**config.mk**
```make
export PLATFORM = sky130hd
export DESIGN_NAME = harvard_fetch_map
export DESIGN_NICKNAME = d
export VERILOG_FILES = /design/src/rtl/hfm_pkg.sv /design/src/rtl/hfm_decode.sv /design/src/rtl/hfm_ip.sv /design/src/rtl/hfm_route.sv /design/src/rtl/harvard_fetch_map.sv
export SDC_FILE = /design/constraint.sdc
export NUM_CORES = 1
export LEC_CHECK = 0
export BUFFER_PORTS_ARGS = -buffer_cell sky130_fd_sc_hd__buf_2
export CORE_MARGIN = 2
export CORE_UTILIZATION = 44
export DETAILED_ROUTE_END_ITERATION = 8
export HOLD_SLACK_MARGIN = 0.03
export PLACE_DENSITY = 0.83
export SKIP_LAST_GASP = 1
export SLEW_MARGIN = 25
export SYNTH_ARGS = -nofsm -noshare
export SYNTH_HDL_FRONTEND = slang
export SYNTH_HIERARCHICAL = 1
export SYNTH_SLANG_ARGS = --single-unit
```
**constraint.sdc**
```tcl
create_clock -name clk -period 2.3 [get_ports clk]
set_input_delay 0.23 -clock clk [delete_from_list [all_inputs] [get_ports clk]]
set_output_delay 0.23 -clock clk [all_outputs]
set_load 0.01 [all_outputs]
```
**src/rtl/hfm_pkg.sv**
```systemverilog
package hfm_pkg;
  typedef enum logic [1:0] {
    SEG_NONE  = 2'd0,
    SEG_FLASH = 2'd1,
    SEG_ROM   = 2'd2,
    SEG_SRAM  = 2'd3
  } seg_e;
endpackage

```
**src/rtl/hfm_decode.sv**
```systemverilog
// Address window decoder; instantiated once per address space.
module hfm_decode
  import hfm_pkg::*;
#(
  parameter int AW = 16,
  parameter logic [AW-1:0] FLASH_BASE = '0,
  parameter int FLASH_WORDS = 16384,
  parameter logic [AW-1:0] ROM_BASE = '0,
  parameter int ROM_WORDS = 4096,
  parameter logic [AW-1:0] SRAM_BASE = '0,
  parameter int SRAM_WORDS = 2048
) (
  input  logic [AW-1:0] addr,
  output seg_e          seg,
  output logic [AW-1:0] off
);
  localparam logic [AW:0] F_LO = {1'b0, FLASH_BASE};
  localparam logic [AW:0] F_HI = F_LO + (AW+1)'(FLASH_WORDS);
  localparam logic [AW:0] R_LO = {1'b0, ROM_BASE};
  localparam logic [AW:0] R_HI = R_LO + (AW+1)'(ROM_WORDS);
  localparam logic [AW:0] S_LO = {1'b0, SRAM_BASE};
  localparam logic [AW:0] S_HI = S_LO + (AW+1)'(SRAM_WORDS);

  logic [AW:0] a_ext;

  always_comb begin
    a_ext = {1'b0, addr};
    seg   = SEG_NONE;
    off   = '0;
    if (a_ext >= F_LO && a_ext < F_HI) begin
      seg = SEG_FLASH;
      off = addr - FLASH_BASE;
    end else if (a_ext >= R_LO && a_ext < R_HI) begin
      seg = SEG_ROM;
      off = addr - ROM_BASE;
    end else if (a_ext >= S_LO && a_ext < S_HI) begin
      seg = SEG_SRAM;
      off = addr - SRAM_BASE;
    end
  end
endmodule

```
**src/rtl/hfm_ip.sv**
```systemverilog
// Instruction pointer: redirect > software write > increment.
module hfm_ip #(
  parameter int AW = 16,
  parameter logic [AW-1:0] RESET_IP = '0
) (
  input  logic          clk,
  input  logic          rst_n,
  input  logic          adv,
  input  logic          redir,
  input  logic [AW-1:0] redir_addr,
  input  logic          sw_we,
  input  logic [AW-1:0] sw_data,
  output logic [AW-1:0] ip
);
  logic [AW-1:0] ip_q, ip_d;
  logic          ip_en;

  always_comb begin
    ip_en = redir | sw_we | adv;
    ip_d  = ip_q;
    if (redir)      ip_d = redir_addr;
    else if (sw_we) ip_d = sw_data;
    else if (adv)   ip_d = ip_q + 1'b1;
  end

  always_ff @(posedge clk or negedge rst_n) begin
    if (!rst_n)     ip_q <= RESET_IP;
    else if (ip_en) ip_q <= ip_d;
  end

  assign ip = ip_q;
endmodule

```
**src/rtl/hfm_route.sv**
```systemverilog
// Memory port steering, ownership check and read return path.
module hfm_route
  import hfm_pkg::*;
#(
  parameter int AW = 16,
  parameter int DW = 16,
  parameter int FW = 14,
  parameter int RW = 12,
  parameter int SW = 11
) (
  input  logic          clk,
  input  logic          rst_n,
  input  logic          f_req,
  input  seg_e          f_seg,
  input  logic [AW-1:0] f_off,
  input  logic          d_rd,
  input  logic          d_wr,
  input  seg_e          d_seg,
  input  logic [AW-1:0] d_off,
  input  logic [DW-1:0] d_wdata,
  output logic [FW-1:0] flash_addr,
  output logic          flash_en,
  input  logic [DW-1:0] flash_rdata,
  output logic [RW-1:0] rom_addr,
  output logic          rom_en,
  input  logic [DW-1:0] rom_rdata,
  output logic [SW-1:0] sram_addr,
  output logic          sram_en,
  output logic          sram_we,
  output logic [DW-1:0] sram_wdata,
  input  logic [DW-1:0] sram_rdata,
  output logic          fetch_valid,
  output logic [DW-1:0] fetch_instr,
  output logic          d_rvalid,
  output logic [DW-1:0] d_rdata,
  output logic          d_conflict
);
  logic d_any, clash, d_pass, d_rpass;
  logic f_fl, f_ro, f_sr;
  logic fv_q, dv_q, cf_q;
  seg_e fseg_q, dseg_q, dseg_d;

  function automatic logic [DW-1:0] pick(seg_e s, logic [DW-1:0] fl,
                                         logic [DW-1:0] ro, logic [DW-1:0] sr);
    case (s)
      SEG_FLASH: return fl;
      SEG_ROM:   return ro;
      SEG_SRAM:  return sr;
      default:   return '0;
    endcase
  endfunction

  always_comb begin
    d_any   = d_rd | d_wr;
    clash   = d_any && (d_seg != SEG_NONE) && (d_seg == f_seg);
    d_pass  = d_any && (d_seg != SEG_NONE) && !clash;
    d_rpass = d_pass && d_rd;
    f_fl    = f_req && (f_seg == SEG_FLASH);
    f_ro    = f_req && (f_seg == SEG_ROM);
    f_sr    = f_req && (f_seg == SEG_SRAM);

    flash_en   = f_fl || (d_rpass && d_seg == SEG_FLASH);
    flash_addr = f_fl ? f_off[FW-1:0] : d_off[FW-1:0];
    rom_en     = f_ro || (d_rpass && d_seg == SEG_ROM);
    rom_addr   = f_ro ? f_off[RW-1:0] : d_off[RW-1:0];
    sram_en    = f_sr || (d_pass && d_seg == SEG_SRAM);
    sram_we    = !f_sr && d_pass && d_wr && (d_seg == SEG_SRAM);
    sram_addr  = f_sr ? f_off[SW-1:0] : d_off[SW-1:0];
    sram_wdata = d_wdata;

    dseg_d = d_rpass ? d_seg : SEG_NONE;
  end

  always_ff @(posedge clk or negedge rst_n) begin
    if (!rst_n) begin
      fv_q   <= 1'b0;
      dv_q   <= 1'b0;
      cf_q   <= 1'b0;
      fseg_q <= SEG_NONE;
      dseg_q <= SEG_NONE;
    end else begin
      fv_q   <= f_req;
      dv_q   <= d_rd;
      cf_q   <= clash;
      dseg_q <= dseg_d;
      if (f_req) fseg_q <= f_seg;
    end
  end

  assign fetch_valid = fv_q;
  assign fetch_instr = fv_q ? pick(fseg_q, flash_rdata, rom_rdata, sram_rdata) : '0;
  assign d_rvalid    = dv_q;
  assign d_rdata     = pick(dseg_q, flash_rdata, rom_rdata, sram_rdata);
  assign d_conflict  = cf_q;
endmodule

```
**src/rtl/harvard_fetch_map.sv**
```systemverilog
module harvard_fetch_map
  import hfm_pkg::*;
#(
  parameter int AW = 16,
  parameter int DW = 16,
  parameter int FLASH_WORDS = 16384,
  parameter int ROM_WORDS   = 4096,
  parameter int SRAM_WORDS  = 2048,
  parameter logic [AW-1:0] RESET_IP    = 16'h8000,
  parameter logic [AW-1:0] P_ROM_BASE  = 16'h8000,
  parameter logic [AW-1:0] P_SRAM_BASE = 16'hA000,
  parameter logic [AW-1:0] D_SRAM_BASE = 16'h0000,
  parameter logic [AW-1:0] D_FLASH_BASE = 16'h4000,
  parameter logic [AW-1:0] D_ROM_BASE  = 16'h8000,
  localparam int FW = $clog2(FLASH_WORDS),
  localparam int RW = $clog2(ROM_WORDS),
  localparam int SW = $clog2(SRAM_WORDS)
) (
  input  logic          clk,
  input  logic          rst_n,
  input  logic          fetch_req,
  output logic          fetch_valid,
  output logic [DW-1:0] fetch_instr,
  input  logic          ip_we,
  input  logic [AW-1:0] ip_wdata,
  output logic [AW-1:0] ip_rdata,
  input  logic          redir_valid,
  input  logic [AW-1:0] redir_addr,
  input  logic [AW-1:0] d_addr,
  input  logic          d_rd,
  input  logic          d_wr,
  input  logic [DW-1:0] d_wdata,
  output logic [DW-1:0] d_rdata,
  output logic          d_rvalid,
  output logic          d_conflict,
  output logic [FW-1:0] flash_addr,
  output logic          flash_en,
  input  logic [DW-1:0] flash_rdata,
  output logic [RW-1:0] rom_addr,
  output logic          rom_en,
  input  logic [DW-1:0] rom_rdata,
  output logic [SW-1:0] sram_addr,
  output logic          sram_en,
  output logic          sram_we,
  output logic [DW-1:0] sram_wdata,
  input  logic [DW-1:0] sram_rdata
);
  logic [1:0]    rst_sync;
  logic          rst_q_n;
  logic [AW-1:0] ip, f_off, d_off;
  seg_e          f_seg, d_seg;

  // asynchronous assert, synchronous release
  always_ff @(posedge clk or negedge rst_n) begin
    if (!rst_n) rst_sync <= 2'b00;
    else        rst_sync <= {rst_sync[0], 1'b1};
  end
  assign rst_q_n = rst_sync[1];

  hfm_ip #(.AW(AW), .RESET_IP(RESET_IP)) ip_i (
    .clk(clk), .rst_n(rst_q_n), .adv(fetch_req), .redir(redir_valid),
    .redir_addr(redir_addr), .sw_we(ip_we), .sw_data(ip_wdata), .ip(ip)
  );

  hfm_decode #(
    .AW(AW), .FLASH_BASE('0), .FLASH_WORDS(FLASH_WORDS),
    .ROM_BASE(P_ROM_BASE), .ROM_WORDS(ROM_WORDS),
    .SRAM_BASE(P_SRAM_BASE), .SRAM_WORDS(SRAM_WORDS)
  ) pdec_i (.addr(ip), .seg(f_seg), .off(f_off));

  hfm_decode #(
    .AW(AW), .FLASH_BASE(D_FLASH_BASE), .FLASH_WORDS(FLASH_WORDS),
    .ROM_BASE(D_ROM_BASE), .ROM_WORDS(ROM_WORDS),
    .SRAM_BASE(D_SRAM_BASE), .SRAM_WORDS(SRAM_WORDS)
  ) ddec_i (.addr(d_addr), .seg(d_seg), .off(d_off));

  hfm_route #(.AW(AW), .DW(DW), .FW(FW), .RW(RW), .SW(SW)) route_i (
    .clk(clk), .rst_n(rst_q_n),
    .f_req(fetch_req), .f_seg(f_seg), .f_off(f_off),
    .d_rd(d_rd), .d_wr(d_wr), .d_seg(d_seg), .d_off(d_off), .d_wdata(d_wdata),
    .flash_addr(flash_addr), .flash_en(flash_en), .flash_rdata(flash_rdata),
    .rom_addr(rom_addr), .rom_en(rom_en), .rom_rdata(rom_rdata),
    .sram_addr(sram_addr), .sram_en(sram_en), .sram_we(sram_we),
    .sram_wdata(sram_wdata), .sram_rdata(sram_rdata),
    .fetch_valid(fetch_valid), .fetch_instr(fetch_instr),
    .d_rvalid(d_rvalid), .d_rdata(d_rdata), .d_conflict(d_conflict)
  );

  assign ip_rdata = ip;
endmodule

```
# Yosys cells after proc, flatten, opt, wreduce, memory -nomap -nowiden
# Index checks and enable logic that the tools add are counted.
dict set report totals {
  input_bits 119
  out_inout_bits 108
  regBits 25
}
dict set report classes {
  n_reduce_logical 25
  n_bitwise 3
  n_addsub 5
  order_cmp 10
  n_eq_ne 13
  n_mux 22
}
# op n
set ops {}
lappend ops {{two-way mux 14 bit} 7}
lappend ops {{case mux 16 bit (3 select lines)} 2}
lappend ops {{< comparator 16 bit (second input constant)} 4}
lappend ops {{two-way mux 16 bit} 4}
lappend ops {{greater-or-equal comparator 16 bit (second input constant)} 3}
lappend ops {{subtractor 14 x 1 -> 14 bit (second input constant)} 3}
lappend ops {{logical AND 1 bit} 17}
lappend ops {{adder 16 x 1 -> 16 bit (second input constant)} 1}
lappend ops {{equality test 2 bit (second input constant)} 8}
lappend ops {{greater-or-equal comparator 16 x 15 -> 1 bit (second input constant)} 1}
lappend ops {{< comparator 16 x 12 -> 1 bit (second input constant)} 1}
lappend ops {{< comparator 16 x 15 -> 1 bit (second input constant)} 1}
lappend ops {{two-way mux 2 bit} 7}
lappend ops {{subtractor 14 bit (second input constant)} 1}
lappend ops {{two-way mux 12 bit} 1}
lappend ops {{two-way mux 11 bit} 1}
lappend ops {{equality test 2 x 1 -> 1 bit (second input constant)} 4}
lappend ops {{logical OR 1 bit} 3}
lappend ops {{bitwise OR 1 bit} 3}
lappend ops {{nonzero test 3 bit} 1}
lappend ops {{equality test 2 bit} 1}
lappend ops {{zero test 1 bit} 2}
lappend ops {{AND reduction 2 bit} 1}
lappend ops {{nonzero test 2 bit} 1}

# Depth between registers and ports, before layout
# Gate-level depths: netlist of run 1.
dict set report logic_depth {
  depth_word 12
  depth_mapped 7
  mapped_depth_nobuf 7
}

# By module
# The synthesis of run 1 kept the hierarchy.
# mod cells_per_inst area_each_um2 n_inst
set modules_own_cells {}
lappend modules_own_cells {hfm_route 185 1717.9 1}
lappend modules_own_cells {hfm_ip 143 1196.1 1}
lappend modules_own_cells {{hfm_decode (ddec_i)} 48 400.4 1}
lappend modules_own_cells {{hfm_decode (pdec_i)} 29 201.4 1}
lappend modules_own_cells {harvard_fetch_map 3 53.8 1}

# Least setup slack after synthesis of run 1
# OpenSTA, ideal clock, no wires.
dict set report synth_timing {
  path_kind {reg2out}
  startpoint {register ip_i.ip_q[15], in the netlist ip_i/ip[15]}
  endpoint {output flash_addr[10]}
  slack_ns 0.126
  path_stages_with_launch 7
  arrival_time_ns 1.944
  path_cell_list {dfstp_2 or3b_4 a21oi_1 buf_2 nand3b_4 buf_6 mux2_4}
}
dict set report synth_via {
  elab_chain_len 8
  elab_cells_between_ends 16
}
# element line
set synth_lines {}
lappend synth_lines {{start, declared} hfm_ip.sv:15} ;# logic [AW-1:0] ip_q, ip_d;
lappend synth_lines {{start signal, assigned} hfm_ip.sv:28} ;# else if (ip_en) ip_q <= ip_d;
lappend synth_lines {{greater-or-equal comparator 16 bit / < comparator 16 bit (equally long branches)} hfm_decode.sv:36} ;# end else if (a_ext >= S_LO && a_ext < S_HI) begin
lappend synth_lines {{logical AND 1 bit} hfm_decode.sv:36}
lappend synth_lines {{two-way mux 2 bit} hfm_decode.sv:36}
lappend synth_lines {{two-way mux 2 bit} hfm_decode.sv:33} ;# end else if (a_ext >= R_LO && a_ext < R_HI) begin
lappend synth_lines {{two-way mux 2 bit *} hfm_decode.sv:30} ;# if (a_ext >= F_LO && a_ext < F_HI) begin
lappend synth_lines {{named net f_seg[1]} harvard_fetch_map.sv:51} ;# seg_e f_seg, d_seg;
lappend synth_lines {{equality test 2 x 1 -> 1 bit *} hfm_route.sv:58} ;# f_fl = f_req && (f_seg == SEG_FLASH);
lappend synth_lines {{logical AND 1 bit *} hfm_route.sv:58}
lappend synth_lines {{two-way mux 14 bit *} hfm_route.sv:63} ;# flash_addr = f_fl ? f_off[FW-1:0] : d_off[FW-1:0];
lappend synth_lines {{end, declared} harvard_fetch_map.sv:36} ;# output logic [FW-1:0] flash_addr,
# The timed path passes the listed nets; every way through them passes the cells marked *.

# Worst setup path after layout of run 1
dict set report layout_timing {
  startpoint {register ip_i.ip_q[12], in the netlist ip_i/ip[12]}
  endpoint {output flash_addr[7]}
}
# Same word-level chain as after synthesis.

==> results of run 1 <==
-- layout make-up --
type / count / area [sq um] / area share
clock buffers: 4 / 45.04 / 0.009489
inverters: 11 / 41.29 / 0.008698
multi-input cells: 317 / 2628 / 0.5535
flip-flops and latches: 25 / 626.9 / 0.1321
well taps: 102 / 127.6 / 0.02688
repair buffers: 218 / 1279 / 0.2694
-- through the flow --
step                instance area (sq um)  worst slack, ns
global route                         4747          -0.1586
floorplan                            3475           0.1565
global placement                     4385           0.1076
CTS                                  4628         -0.07641
finish                               4747          -0.1006
detailed placement                   4385          0.05045
-- sequential cells by signal, indices dropped and copies added (netlist names) --
name and count:
route_i/d_conflict 1, rst_sync 2, route_i/dseg_q 2, route_i/d_rvalid 1, ip_i/ip 16, route_i/fetch_valid 1, route_i/fseg_q 2
-- per-layer routing --
metal  GRT usage  part of all wire  up-vias
met5           0                 0        -
met4      0.1029             0.036        0
met3     0.05126             0.094       44
met2      0.5030              0.52      254
met1      0.2967              0.35     1908
li1            -                 -     1823
-- timing repair --
action                                  4_1_cts  5_1_grt
gates resized for setup                      26       14
hold buffers                                  1        0
buffers inserted                              4        3
gates cloned                                  1        3
endpoints found under the setup margin       40       40
pin swaps                                     1        1
hold endpoints to repair                      2        0
-- worst min path at each step --
stage and end:
3_5_place_dp rst_sync[0]$_DFF_PN0_, 5_1_grt route_i/d_rvalid$_DFF_PN0_, 6_report route_i/d_rvalid$_DFF_PN0_, 2_1_floorplan rst_sync[0]$_DFF_PN0_, 4_1_cts route_i/d_rvalid$_DFF_PN0_, 3_3_place_gp rst_sync[0]$_DFF_PN0_
-- power breakdown --
part,switching (mW),internal [mW]
clock network,0.144,0.124
logic,0.543,0.536
registers,0.0886,0.479
-- critical path, stage by stage (launching register included) --
cell	delay [ns]
dfrtp_1	0.42
or3b_4	0.40
a21oi_4	0.20
buf_6	0.18
nand3b_4	0.20
mux2_4	0.38
buf_6	0.12
==> metrics, run 1 <==
die area=8624 sq um; maximum vdd ir drop=0.0002467 V; starting DRC count in detailed routing=237; clk_lat worst skew=0.27 ns; outcome=finished, violations left; Worst setup SP type=flip-flop; RePlAce Congestion=0.9154; DR pass1 iterations=7; DIE WIDTH=92.87 microns; Vias=4029; layout cells sized above 1=0.5391; Setup CP Type=flip-flop to output port; Setup WS post-layout=-0.1006 ns; pwr dens=403.4 nW/um^2; GRT Overall Usage=0.2686; # IOs=227; row count=32; final hold viol count=0; most frequent cells in the layout=177 x buf_2, 37 x mux2_2, 32 x a21oi_1; Hold Startpoint=d_rd; placed cells=661; CTS H-Tree Depth=1; Die Ht=92.87 microns; R2R Setup Slk=0.54 ns; Tmin final=2.401 ns; crit path max fanout=8; diodes inserted=0; max capacitance violation total=0; GRT overflow=0; Worst Tran Pin Value=0.7465 ns; CTS tree=done; # setup viols final=40; max_slew headroom=0.5024; Avg Cell Area, Syn=8.774 sq um; core area=7687 sq um; WL final=12790 microns; Min-Delay Path Class=primary input to flip-flop; CP Launch Point=ip_i/ip[12]$_DFFE_PN0P_; fin nets=700; clock root cell=clkbuf_8; initial antenna violation count=0; Setup crit end=flash_addr[7]; r2r worst-path depth=6; failing checks=setup timing; CTS buffer count=3; FILL cells=684; Max Clock Freq=0.4166 GHz; Worst setup EP type=output port; HPWL Detailed=9086 microns; Clock Pin Slew Worst Setup and Hold Paths=0.09 ns; TritonCTS Sinks=25; final count of pins violating max slew=0; Design Power=1.915 mW; RR Endpoint=route_i/dseg_q[0]$_DFF_PN0_; first-pass GRT wire length=18910 microns; RSZ-0062 raised after global routing=true; Starting Density=0.4520; reg2reg start=ip_i/ip[15]$_DFFE_PN1P_; Layout area overhead=36.62%; CTS max path bufs=2; largest net degree at the start of global routing=36; vias in the first global route=3766; drt wl/cell=18.89 microns; WHS Path Cells=1; drt drc=0; commonest non-fill, non-tap cell in the layout=buf_2; Clock Skew=0.004625 ns; Util after Layout=0.6175; Worst EP arrival=2.17 ns; Port Buffers=194; fin crit share=1.044; Ys Warns=6; syn_nets=520; Pleak=2.372 nW; Post-Synthesis Cells=396; WHS=0.1211 ns; Data required, critical path=2.07 ns; Via density=5.951; TNS Setup=-2.795 ns; Post-Syn Area=3475 sq um; Antenna Nets Post-Route=0; final non-filler cell total=677
No activity file was read; power rests on OpenSTA's default activity.
==> run 2, diff against run 1 <==
--- a/config.mk
+++ b/config.mk
@@ -7,10 +7,11 @@
 export LEC_CHECK = 0
 export BUFFER_PORTS_ARGS = -buffer_cell sky130_fd_sc_hd__buf_2
 export CORE_MARGIN = 2
-export CORE_UTILIZATION = 44
+export CORE_UTILIZATION = 45
+export CTS_BUF_LIST = sky130_fd_sc_hd__clkbuf_4 sky130_fd_sc_hd__clkbuf_8
 export DETAILED_ROUTE_END_ITERATION = 8
 export HOLD_SLACK_MARGIN = 0.03
-export PLACE_DENSITY = 0.83
+export PLACE_DENSITY = 0.84
 export SKIP_LAST_GASP = 1
 export SLEW_MARGIN = 25
 export SYNTH_ARGS = -nofsm -noshare
==> run 2 against run 1 <==
The run still ends with setup timing left; cell count shrank 0.44%; worst hold slack gained 0.014 ns; sequential power grew 2%; critical endpoint is now rom_addr[1]; largest cell class unchanged; largest power group unchanged; highest routed layer unchanged.
==> metrics, run 2 (synthesized netlist as in run 1, its figures left out) <==
fin nets=696 (was 700); max incr delay on CP=0.54 ns (was 0.42 ns); Vias=4047 (was 4029); R2R Setup Slk=0.49 ns (was 0.54 ns); Setup WS pre-CTS=0.05549 ns (was 0.05045 ns); failing checks=setup timing (unchanged); Worst EP arrival=2.24 ns (was 2.17 ns); Port Buffers=194 (unchanged); Combinational Power Share=0.550 (was 0.564); RR Endpoint=route_i/d_conflict$_DFF_PN0_ (was route_i/dseg_q[0]$_DFF_PN0_); HPWL Detailed=9376 microns (was 9086 microns); Layout area overhead=35.22% (was 36.62%); layout cells sized above 1=0.5377 (was 0.5391); CTS buffer count=3 (unchanged); WL final=12740 microns (was 12790 microns); max capacitance violation total=0 (unchanged); Hold Path Sink=route_i/d_rvalid$_DFF_PN0_ (unchanged); TritonCTS Sinks=25 (unchanged); Pleak=2.359 nW (was 2.372 nW); drt wl/cell=18.90 microns (was 18.89 microns); starting DRC count in detailed routing=198 (was 237); Cell Int Power=1.124 mW (was 1.139 mW); Setup CP Type=flip-flop to output port (unchanged); final hold viol count=0 (unchanged); largest net degree at the start of global routing=36 (unchanged); Hold Startpoint=d_rd (unchanged); pwr dens=405.9 nW/um^2 (was 403.4 nW/um^2); Antenna Nets Post-Route=0 (unchanged); Post-DP Area=4378 sq um (was 4385 sq um); DIE WIDTH=91.87 microns (was 92.87 microns); CTS tree=done (unchanged); switching share of power=0.4105 (was 0.4052); reg2reg start=ip_i/ip[15]$_DFFE_PN1P_ (unchanged); clk_lat worst skew=0.28 ns (was 0.27 ns); core area=7607 sq um (was 7687 sq um); die area=8440 sq um (was 8624 sq um); CTS max path bufs=2 (unchanged); Min-Delay Path Class=primary input to flip-flop (unchanged); placed cells=660 (was 661); post-route cell area=4698 sq um (was 4747 sq um); # IOs=227 (unchanged); cell chain of the critical path=or3b_4 -> a21oi_2 -> buf_6 -> buf_12 -> nand3b_4 -> mux2_2 -> buf_2 (was or3b_4 -> a21oi_4 -> buf_6 -> nand3b_4 -> mux2_4 -> buf_6); RSZ-0062 raised after global routing=true (unchanged); max FFs per register=16 (unchanged); first-pass GRT wire length=19170 microns (was 18910 microns); outcome=finished, violations left (unchanged); FILL cells=625 (was 684); Worst setup EP type=output port (unchanged); Worst Tran Pin Value=0.7674 ns (was 0.7465 ns); crit path max fanout=7 (was 8); Tmin final=2.474 ns (was 2.401 ns); most frequent cells in the layout=179 x buf_2, 40 x mux2_2, 32 x a21oi_1 (was 177 x buf_2, 37 x mux2_2, 32 x a21oi_1); Starting Density=0.4567 (was 0.4520); Die Ht=91.87 microns (was 92.87 microns); Setup WS post-layout=-0.1739 ns (was -0.1006 ns); Top delay family on crit path=flip-flops (was simple AND/OR/NAND/NOR gates); drt drc=0 (unchanged); DR pass1 iterations=5 (was 7); maximum vdd ir drop=0.0002841 V (was 0.0002467 V); vias in the first global route=3848 (was 3766); fin crit share=1.076 (was 1.044); row count=32 (unchanged); worst path buffer plus inverter count=3 (was 2); Max Clock Freq=0.4042 GHz (was 0.4166 GHz); Clock Skew=0.01238 ns (was 0.004625 ns); Clock Power Share=0.148 (was 0.140); final non-filler cell total=674 (was 677); final count of pins violating max slew=0 (unchanged); Worst setup SP type=flip-flop (unchanged); # setup viols final=40 (unchanged); Data required, critical path=2.07 ns (about the same); RePlAce Congestion=0.8653 (was 0.9154); max_slew headroom=0.4884 (was 0.5024); sequential share of power=0.302 (was 0.296); GRT Overall Usage=0.2811 (was 0.2686); Psw=782.9 uW (was 775.9 uW); CTS H-Tree Depth=1 (unchanged); r2r worst-path depth=7 (was 6); clock root cell=clkbuf_8 (unchanged); Via density=6.004 (was 5.951); commonest non-fill, non-tap cell in the layout=buf_2 (unchanged); GRT overflow=0 (unchanged); initial antenna violation count=1 (was 0); slowest CP cell=dfstp_2 (was dfrtp_1); Clock Pin Slew Worst Setup and Hold Paths=0.10 ns (was 0.09 ns); WHS Path Cells=1 (unchanged)
## run 2: cell type report
class | instances | area, sq um | share of cell area
clock inverters | 1 | 8.758 | 0.001864
flip-flops and latches | 25 | 626.9 | 0.1334
multi-input cells | 316 | 2609 | 0.5553
well taps | 102 | 127.6 | 0.02716
repair buffers | 215 | 1241 | 0.2642
inverters | 11 | 41.29 | 0.008788
diodes | 1 | 2.502 | 0.0005326
clock buffers | 3 | 41.29 | 0.008788
## run 2: timing repair
item / in CTS / in global routing
setup buffers: 4 / 2
hold endpoints to repair: 2 / 0
endpoints found under the setup margin: 40 / 41
gates cloned: 2 / 0
resized for setup: 24 / 7
hold buffers: 1 / 0
## run 2: power groups by stage
stage,Combinational (mW),Clock (mW),Sequential (mW)
after floorplan,0.614,0,0.560
after global placement,0.904,0,0.579
after CTS,1.01,0.288,0.573
after global routing,1.12,0.312,0.584
after detailed placement,0.934,0,0.582
final,1.05,0.283,0.576
## run 2: worst max-delay path by stage
| stage | from | endpoint | slack [ns] | depth (start not counted) |
|---|---|---|---|---|
| 2_1_floorplan | ip_i/ip[15]$_DFFE_PN1P_ | flash_addr[10] | 0.16 | 6 |
| 3_3_place_gp | ip_i/ip[15]$_DFFE_PN1P_ | flash_addr[3] | 0.11 | 6 |
| 3_5_place_dp | ip_i/ip[15]$_DFFE_PN1P_ | sram_addr[9] | 0.06 | 6 |
| 4_1_cts | ip_i/ip[11]$_DFFE_PN0P_ | rom_addr[2] | -0.09 | 6 |
| 5_1_grt | ip_i/ip[15]$_DFFE_PN1P_ | rom_addr[1] | -0.26 | 7 |
| 6_report | ip_i/ip[15]$_DFFE_PN1P_ | rom_addr[1] | -0.17 | 7 |
## run 2: metrics by stage
step | util | total power [mW] | hold WS, ns | setup TNS [ns]
after global placement | 0.5755 | 1.483 | 0.01706 | 0
final | 0.6176 | 1.907 | 0.1350 | -4.461
after floorplan | - | 1.174 | -0.06559 | 0
after detailed placement | 0.5755 | 1.516 | 0.02275 | 0
after global routing | 0.6176 | 2.011 | 0.1231 | -7.676
after CTS | 0.6102 | 1.876 | 0.1142 | -2.656
## run 2: metal layers
metal	routed length (microns)	up-vias	global-route usage
li1	-	1810	-
met2	6408	259	0.5012
met1	4634	1934	0.3197
met3	1183	44	0.06245
met5	0	-	0
met4	514	0	0.1256
==> run 3, diff against run 2 <==
--- a/config.mk
+++ b/config.mk
@@ -12,6 +12,7 @@
 export DETAILED_ROUTE_END_ITERATION = 8
 export HOLD_SLACK_MARGIN = 0.03
 export PLACE_DENSITY = 0.84
+export SKIP_CTS_REPAIR_TIMING = 1
 export SKIP_LAST_GASP = 1
 export SLEW_MARGIN = 25
 export SYNTH_ARGS = -nofsm -noshare
==> run 3 against run 2 <==
The run still ends with setup timing left; design area fell by 0.32%; worst hold slack worse by 0.012 ns; clock power hardly changed; die area is the same; cell count rose by 0.30%; critical path depth shrank 1; setup slack gained 0.0035 ns; fmax rose by 0.14%; sequential share of layout area about the same; first-iteration DRC count increased by 52%; routed wire length grew 0.52%.
==> metrics, run 3 (synthesized netlist as in run 1, its figures left out) <==
max capacitance violation total=0 (unchanged); Combinational Power Share=0.550 (about the same); fin crit share=1.074 (was 1.076); Clock Power Share=0.148 (about the same); starting DRC count in detailed routing=301 (was 198); CTS max path bufs=2 (unchanged); max incr delay on CP=0.55 ns (was 0.54 ns); largest net degree at the start of global routing=36 (unchanged); most frequent cells in the layout=180 x buf_2, 41 x mux2_2, 32 x a21oi_1 (was 179 x buf_2, 40 x mux2_2, 32 x a21oi_1); core area=7607 sq um (unchanged); drt drc=0 (unchanged); GRT overflow=0 (unchanged); Die Ht=91.87 microns (unchanged); Layout area overhead=34.79% (was 35.22%); vias in the first global route=3699 (was 3848); switching share of power=0.4116 (was 0.4105); final hold viol count=0 (unchanged); TNS Setup=-4.200 ns (was -4.461 ns); Via density=6.015 (was 6.004); Setup WS post-layout=-0.1704 ns (was -0.1739 ns); Clock Skew=0.008884 ns (was 0.01238 ns); sequential share of power=0.302 (about the same); reg2reg start=ip_i/ip[15]$_DFFE_PN1P_ (unchanged); final count of pins violating max slew=0 (unchanged); RR Endpoint=route_i/d_conflict$_DFF_PN0_ (unchanged); Max Clock Freq=0.4048 GHz (was 0.4042 GHz); CP Launch Point=ip_i/ip[15]$_DFFE_PN1P_ (unchanged); DR pass1 iterations=6 (was 5); TritonCTS Sinks=25 (unchanged); WHS=0.1233 ns (was 0.1350 ns); clk_lat worst skew=0.28 ns (about the same); Pleak=2.334 nW (was 2.359 nW); Min-Delay Path Class=primary input to flip-flop (unchanged); FILL cells=627 (was 625); maximum vdd ir drop=0.0002839 V (was 0.0002841 V); layout cells sized above 1=0.5358 (was 0.5377); commonest non-fill, non-tap cell in the layout=buf_2 (unchanged); clock root cell=clkbuf_8 (unchanged); Top delay family on crit path=simple AND/OR/NAND/NOR gates (was flip-flops); Util after Layout=0.6156 (was 0.6176); Hold Path Sink=route_i/d_rvalid$_DFF_PN0_ (unchanged); first-pass GRT wire length=18180 microns (was 19170 microns); initial antenna violation count=1 (unchanged); HPWL Detailed=9376 microns (unchanged); RePlAce Congestion=0.8653 (unchanged); Cell Int Power=1.122 mW (was 1.124 mW); WL final=12810 microns (was 12740 microns); R2R Setup Slk=0.46 ns (was 0.49 ns); row count=32 (unchanged); RSZ-0062 raised after global routing=true (unchanged); Clock Pin Slew Worst Setup and Hold Paths=0.10 ns (about the same); Port Buffers=194 (unchanged); Psw=784.8 uW (was 782.9 uW); die area=8440 sq um (unchanged); Worst setup SP type=flip-flop (unchanged); worst path buffer plus inverter count=2 (was 3); cell mode on critical path=buf_6; Worst setup EP type=output port (unchanged); r2r worst-path depth=6 (was 7); # setup viols final=40 (unchanged); drt wl/cell=18.95 microns (was 18.90 microns); Starting Density=0.4567 (unchanged); # IOs=227 (unchanged); Data required, critical path=2.07 ns (about the same); failing checks=setup timing (unchanged); Multi-input gate area=2597 sq um (was 2609 sq um); FF+latch area=626.9 sq um (unchanged); fin nets=698 (was 696); Design Power=1.907 mW (about the same); WHS Path Cells=1 (unchanged); Tmin final=2.470 ns (was 2.474 ns); pwr dens=407.1 nW/um^2 (was 405.9 nW/um^2); Antenna Nets Post-Route=0 (unchanged); CTS tree=done (unchanged); Vias=4066 (was 4047); crit path max fanout=8 (was 7); outcome=finished, violations left (unchanged); Worst Tran Pin Value=0.7623 ns (was 0.7674 ns); max FFs per register=16 (unchanged); Setup WS pre-CTS=0.05549 ns (unchanged); CTS H-Tree Depth=1 (unchanged); Worst EP arrival=2.24 ns (about the same); slowest CP cell=dfstp_2 (unchanged); cell chain of the critical path=or3b_4 -> a21oi_4 -> buf_6 -> nand3b_4 -> mux2_4 -> buf_6 (was or3b_4 -> a21oi_2 -> buf_6 -> buf_12 -> nand3b_4 -> mux2_2 -> buf_2); GRT Overall Usage=0.2649 (was 0.2811); DIE WIDTH=91.87 microns (unchanged); CTS buffer count=3 (unchanged); max_slew headroom=0.4918 (was 0.4884); Hold Startpoint=d_rd (unchanged); Setup CP Type=flip-flop to output port (unchanged)
[run 3: metal layers]
layer,wire (microns),track usage,up-vias
met3,1285,0.05423,54
met1,4733,0.3052,1889
met4,456,0.08333,0
li1,-,-,1816
met2,6332,0.4884,307
met5,0,0,-
[run 3: cell type report]
cell class,count,area share
flip-flops and latches,25,0.1338
clock inverters,1,0.001870
well taps,102,0.02725
repair buffers,216,0.2642
diodes,1,0.0005343
inverters,11,0.008816
multi-input cells,317,0.5546
clock buffers,3,0.008816
[run 3: worst max path at each step]
stage	depth (start not counted)	endpoint
after floorplan	6	flash_addr[10]
after global placement	6	flash_addr[3]
after detailed placement	6	sram_addr[9]
after CTS	6	sram_addr[9]
after global routing	6	flash_addr[1]
final	6	flash_addr[1]
[run 3: stage by stage]
stage,cells,instance area [sq um]
6_report,676,4683
5_1_grt,676,4683
4_1_cts,664,4428
3_5_place_dp,660,4378
3_3_place_gp,660,4378
2_1_floorplan,396,3475
[run 3: power by group through the flow]
stage                     logic, mW  clock network [mW]  registers [mW]
after detailed placement      0.934                   0           0.582
after floorplan               0.614                   0           0.560
final                          1.05               0.282           0.576
after CTS                     0.937               0.288           0.573
after global routing           1.12               0.311           0.584
after global placement        0.904                   0           0.579
[run 3: worst register-to-register path, cell delays in order, from the launching register on]
cell	delay, ns
dfstp_2	0.55
or3b_4	0.38
a21oi_4	0.15
clkdlybuf4s15_2	0.26
buf_4	0.12
xnor2_1	0.13
o2bb2ai_1	0.16
